### config.mk
export PLATFORM = sky130hd
export DESIGN_NAME = pcint_groups
export DESIGN_NICKNAME = d
export VERILOG_FILES = /design/src/rtl/pcint_pkg.sv /design/src/rtl/pcint_sync_edge.sv /design/src/rtl/pcint_group_hit.sv /design/src/rtl/pcint_groups.sv
export SDC_FILE = /design/constraint.sdc
export NUM_CORES = 1
export LEC_CHECK = 0
export BUFFER_PORTS_ARGS = -buffer_cell sky130_fd_sc_hd__buf_2
export CAP_MARGIN = 20
export CORE_MARGIN = 2
export CORE_UTILIZATION = 60
export DETAILED_ROUTE_END_ITERATION = 8
export PLACE_DENSITY_LB_ADDON = 0.1
export RECOVER_POWER = 50
export SLEW_MARGIN = 20
export SYNTH_ARGS = -nofsm -noshare
export SYNTH_HDL_FRONTEND = slang
export SYNTH_SLANG_ARGS = --single-unit
export TNS_END_PERCENT = 100
### constraint.sdc
create_clock -name clk -period 3.45 [get_ports clk]
set_input_delay 0.1725 -clock clk [delete_from_list [all_inputs] [get_ports clk]]
set_output_delay 0.1725 -clock clk [all_outputs]
set_load 0.005 [all_outputs]
### src/rtl/pcint_pkg.sv
package pcint_pkg;
    localparam int GRP_N  = 4;
    localparam int SLOT_W = 8;
    localparam int PIN_W  = 27;
    localparam int SPAN_W = GRP_N * SLOT_W;

    // Mask bits that have a physical pin behind them.
    function automatic logic [SLOT_W-1:0] grp_valid(input int g);
        case (g)
            1:       grp_valid = 8'h7F;
            3:       grp_valid = 8'h07;
            default: grp_valid = 8'hFF;
        endcase
    endfunction

    typedef struct packed {
        logic [GRP_N-1:0]             ctrl;
        logic [GRP_N-1:0][SLOT_W-1:0] mask;
        logic [GRP_N-1:0]             flag;
    } regs_t;
endpackage

### src/rtl/pcint_sync_edge.sv
module pcint_sync_edge #(
    parameter int WIDTH  = 27,
    parameter int STAGES = 2
) (
    input  logic             clk,
    input  logic             rst_n,
    input  logic [WIDTH-1:0] pin_in,
    output logic [WIDTH-1:0] chg_o
);
    logic [STAGES-1:0][WIDTH-1:0] sr_d, sr_q;
    logic [WIDTH-1:0]             prev_d, prev_q;

    always_comb begin
        sr_d   = {sr_q[STAGES-2:0], pin_in};
        prev_d = sr_q[STAGES-1];
        chg_o  = sr_q[STAGES-1] ^ prev_q;
    end

    always_ff @(posedge clk or negedge rst_n) begin
        if (!rst_n) begin
            sr_q   <= '0;
            prev_q <= '0;
        end else begin
            sr_q   <= sr_d;
            prev_q <= prev_d;
        end
    end
endmodule

### src/rtl/pcint_group_hit.sv
module pcint_group_hit #(
    parameter int GRP_N  = 4,
    parameter int SLOT_W = 8
) (
    input  logic [GRP_N*SLOT_W-1:0]      chg_span,
    input  logic [GRP_N-1:0][SLOT_W-1:0] mask,
    input  logic [GRP_N-1:0]             grp_en,
    output logic [GRP_N-1:0]             hit
);
    for (genvar g = 0; g < GRP_N; g++) begin : g_grp
        assign hit[g] = grp_en[g] & (|(chg_span[g*SLOT_W +: SLOT_W] & mask[g]));
    end
endmodule

### src/rtl/pcint_groups.sv
module pcint_groups
    import pcint_pkg::*;
#(
    parameter int SYNC_STAGES = 2,
    parameter int ADDR_W      = 3
) (
    input  logic              clk,
    input  logic              rst_n,
    input  logic [PIN_W-1:0]  pin_in,
    input  logic              gie,
    input  logic [GRP_N-1:0]  grp_ack,
    input  logic              bus_wr,
    input  logic [ADDR_W-1:0] bus_addr,
    input  logic [SLOT_W-1:0] bus_wdata,
    output logic [SLOT_W-1:0] bus_rdata,
    output logic [GRP_N-1:0]  grp_irq
);
    localparam int CTRL_ADDR = 0;
    localparam int FLAG_ADDR = 1;
    localparam int MASK_BASE = 2;

    regs_t             st_d, st_q;
    logic [PIN_W-1:0]  chg;
    logic [SPAN_W-1:0] chg_span;
    logic [GRP_N-1:0]  hit_vec;
    logic [GRP_N-1:0]  clr;
    logic [GRP_N-1:0]  flag_vec;
    logic [GRP_N-1:0]  ctrl_vec;

    pcint_sync_edge #(.WIDTH(PIN_W), .STAGES(SYNC_STAGES)) u_sync (
        .clk    (clk),
        .rst_n  (rst_n),
        .pin_in (pin_in),
        .chg_o  (chg)
    );

    assign chg_span = {{(SPAN_W-PIN_W){1'b0}}, chg};

    pcint_group_hit #(.GRP_N(GRP_N), .SLOT_W(SLOT_W)) u_hit (
        .chg_span (chg_span),
        .mask     (st_q.mask),
        .grp_en   (st_q.ctrl),
        .hit      (hit_vec)
    );

    always_comb begin
        st_d = st_q;
        clr  = grp_ack;
        if (bus_wr && bus_addr == ADDR_W'(CTRL_ADDR))
            st_d.ctrl = bus_wdata[GRP_N-1:0];
        if (bus_wr && bus_addr == ADDR_W'(FLAG_ADDR))
            clr = clr | bus_wdata[GRP_N-1:0];
        for (int g = 0; g < GRP_N; g++) begin
            if (bus_wr && bus_addr == ADDR_W'(MASK_BASE + g))
                st_d.mask[g] = bus_wdata & grp_valid(g);
        end
        // a new toggle outranks a clear in the same cycle
        st_d.flag = (st_q.flag & ~clr) | hit_vec;
    end

    always_ff @(posedge clk or negedge rst_n) begin
        if (!rst_n) st_q <= '0;
        else        st_q <= st_d;
    end

    always_comb begin
        bus_rdata = '0;
        if (bus_addr == ADDR_W'(CTRL_ADDR))
            bus_rdata[GRP_N-1:0] = st_q.ctrl;
        if (bus_addr == ADDR_W'(FLAG_ADDR))
            bus_rdata[GRP_N-1:0] = st_q.flag;
        for (int g = 0; g < GRP_N; g++) begin
            if (bus_addr == ADDR_W'(MASK_BASE + g))
                bus_rdata = st_q.mask[g];
        end
    end

    assign grp_irq  = st_q.flag & st_q.ctrl & {GRP_N{gie}};
    assign flag_vec = st_q.flag;
    assign ctrl_vec = st_q.ctrl;
endmodule

==> impl_metrics.csv <==
group,metric,value,unit
yosys,ys_ff_latch,112,
yosys,syn_area,3981,sq um
final_layout,multi_input_area,1096,sq um
critical_path,crit_family,"buffers and inverters",
power_and_ir_drop,p_clk_share,28.8,%
global_routing,antenna_found_initial,0,
sta,finalMaxSlewViolations,83,
detailed_routing,drtAntennaViolNets,0,
placement,gp_congestion,0.9189,
cts,cts_resized,0,
critical_path,cp.depth,2,
cts,clk_latency,370,ps
placement,dpl.cell_count,383,
critical_path,end_kind,"async pin",
floorplanning,row_count,29,
detailed_routing,first_iter_violations,101,
cts,clockBufferDepth,2,
global_routing,grt.overflow.total,0,
detailed_routing,routed-via-count,2317,
cts,cts_inserted_buffers,9,
cts,tritoncts,"built",
final_layout,drive_gt1_share,30.95,%
yosys,synth_warnings,0,
power_and_ir_drop,seqPwrFrac,58.7,%
cts,root_buffer,"clkbuf_8",
cts,cts_setup_buffers,0,
yosys,ys_seq_area_share,70.40,%
detailed_routing,wl_per_cell,16.89,um
cts,holdBufCountCts,27,
sta,fmax,492.8,MHz
power_and_ir_drop,cellPowerDensity,553.9,nW/um^2
final_layout,regArea,2803,sq um
critical_path,crit_arrival,2140,ps
sta,finalCritPeriodShare,58.82,%
final_layout,antenna_cells,0,
floorplanning,initial_core_util,62.34,%
final_layout,stdcell_count,426,
critical_path,crit_fanout,82,
floorplanning,dieArea,7303,sq um
sta,tightest_slew,1961,ps
global_routing,grt_pass1_wl,12010,um
final_layout,nFillCells,408,
yosys,netlist_instances,256,
hold_path,hold_path_depth,2,
floorplanning,core-area,6386,sq um
global_routing,track_usage,22.35,%
sta,fin_tns_setup,0,ps
floorplanning,die_width,85.46,um
critical_path,cp-start-kind,"primary input",
yosys,syn-num-nets,302,
detailed_routing,drtPass1Iterations,6,
detailed_routing,drc,0,
placement,place_hpwl,4778,um
hold_path,hp-class,"in -> reg",
power_and_ir_drop,comb_power_share,12.6,%
sta,min_period,2029,ps
critical_path,path_class,"in -> async",
cts,cts_num_sinks,112,
sta,hold_viol,0,
critical_path,reg2regPathDepth,4,
power_and_ir_drop,power.switching,717.2,uW
floorplanning,die_h,85.46,um
yosys,yosys.cell_types.count,31,
global_routing,grt_pass1_vias,2442,
sta,worst_clock_skew,9.880,ps
critical_path,worstPathRequired,3560,ps
power_and_ir_drop,p_leak,2.242,nW
cts,path_clk_slew,110,ps
flow_run,cap_violations,1,
sta,setup_violations,0,
outcome,failed_checks,"max-capacitance violations, max-slew violations",
power_and_ir_drop,p_int,1.936,mW
critical_path,slowest_stage,"clkbuf_2",
yosys,avgSynthCellArea,15.55,sq um
final_layout,finalNetCount,390,
global_routing,grt_max_degree,83,
sta,rsz0062_at_grt,"no",
detailed_routing,totalWireLength,7196,um
power_and_ir_drop,ir_drop,0.4714,mV
final_layout,area_growth,20.30,%
floorplanning,ioPinCount,58,
cts,cts_max_level,3,
outcome,status,"finished, violations left",
critical_path,critPathBufInv,2,
detailed_routing,vias_per_cell,5.439,
critical_path,worstPathCellList,"dlygate4sd3_1 > clkbuf_2",
placement,port_buffers,56,
power_and_ir_drop,switching_share,27.03,%
sta,slew_headroom,-30.76,%
critical_path,worst_path_largest_cell_delay,1400,ps
-- routing by layer --
| metal | track usage, % | vias to the layer above | wire, um |
|---|---|---|---|
| li1 | - | 1071 | - |
| met1 | 30.40 | 1160 | 3172 |
| met2 | 34.45 | 73 | 3471 |
| met3 | 6.809 | 13 | 402 |
| met4 | 8.514 | 0 | 150 |
| met5 | 0 | - | 0 |
-- power groups by stage --
stage,logic (mW),registers [mW],clock network [mW]
6_report,0.334,1.56,0.763
5_1_grt,0.370,1.58,0.836
4_1_cts,0.337,1.55,0.789
3_5_place_dp,0.312,1.58,0
3_3_place_gp,0.303,1.57,0
2_1_floorplan,0.205,1.54,0
-- Yosys cell counts --
master	instances	area (sq um)
mux2_4	7	105.1
nand2b_2	1	8.760
mux4_2	1	22.52
a222oi_1	2	20.02
and3_1	5	31.28
buf_6	2	22.52
dfrtp_1	112	2803
nor2b_1	3	18.77
buf_2	2	10.01
clkbuf_1	2	7.510
nand2_1	7	26.28
nor3_2	1	10.01
and2_1	1	6.260
nor3b_2	1	12.51
a21oi_1	3	15.01
nor2_1	6	22.52
nand2_2	1	6.260
o21ai_0	9	45.04
a32o_1	3	30.03
a22oi_1	17	127.6
a22o_1	3	26.28
inv_1	6	22.52
mux2i_1	3	30.03
nor3b_4	1	18.77
or2_1	1	6.260
xor2_1	26	227.7
a211o_1	1	8.760
mux2_2	22	247.7
buf_4	2	15.01
nand4_1	2	12.51
nand3_1	3	15.01
-- kinds of logic after synthesis --
| logic type | count (synthesis) | share of synthesized area [%] |
|---|---|---|
| flops | 112 | 70.40 |
| simple gates | 33 | 4.903 |
| mux | 33 | 10.18 |
| compound gates | 38 | 6.851 |
| xor+xnor | 26 | 5.720 |
| buf+inv | 14 | 1.948 |
-- layout make-up --
cell class / instances / area share, %
clock buffer: 9 / 2.586
inverter: 6 / 0.4702
clock inverter: 7 / 1.724
timing repair buffer: 85 / 11.81
tap: 77 / 2.011
sequential: 112 / 58.52
multi-input combinational: 130 / 22.88
-- placed cells by master, fill, tap and decap left out, drive strengths merged, types with 5 or more instances in the layout --
| cell | netlist | layout |
|---|---|---|
| a22oi | 17 | 17 |
| and3 | 5 | 5 |
| buf | 6 | 57 |
| clkbuf | 2 | 10 |
| dfrtp | 112 | 112 |
| dlygate4sd3 | 0 | 27 |
| inv | 6 | 10 |
| mux2 | 29 | 29 |
| nand2 | 8 | 8 |
| nor2 | 6 | 6 |
| o21ai | 9 | 9 |
| xor2 | 26 | 26 |
-- sequential cells by signal (all words and copies together), names as in the netlist --
register and flops:
u_sync.sr_d 26, u_sync.prev_q 26, u_sync.prev_d 26, st_q 26, flag_vec 4, ctrl_vec 4
-- per-stage QoR --
step           instance area, sq um  total power, mW  util, %  worst slack [ps]  hold slack (ps)
4_1_cts                        4797            2.681    75.12              1642            20.90
5_1_grt                        4790            2.781    75.00              1033            38.67
3_5_place_dp                   4320            1.894    67.65              1667            281.8
3_3_place_gp                   4320            1.877    67.65              1665            279.9
6_report                       4790            2.653    75.00              1421            45.25
2_1_floorplan                  3981            1.749        -              2203           -123.1
-- final timing paths --
| kind | slack [ps] | end | from |
|---|---|---|---|
| max in group clk | 1650 | bus_rdata[2] | bus_addr[1] |
| min reg2reg | 360 | u_sync.prev_d[14]$_DFF_PN0_ | u_sync.sr_d[41]$_DFF_PN0_ |
| min | 50 | st_q[11]$_DFFE_PN0P_ | bus_wdata[7] |
| max | 1420 | ctrl_vec[2]$_DFFE_PN0P_ | rst_n |
| max reg2reg | 2000 | flag_vec[1]$_DFF_PN0_ | u_sync.prev_d[11]$_DFF_PN0_ |
| min in group asynchronous | 880 | u_sync.prev_q[10]$_DFF_PN0_ | rst_n |
Note: power is estimated with default switching activity, not from simulation.
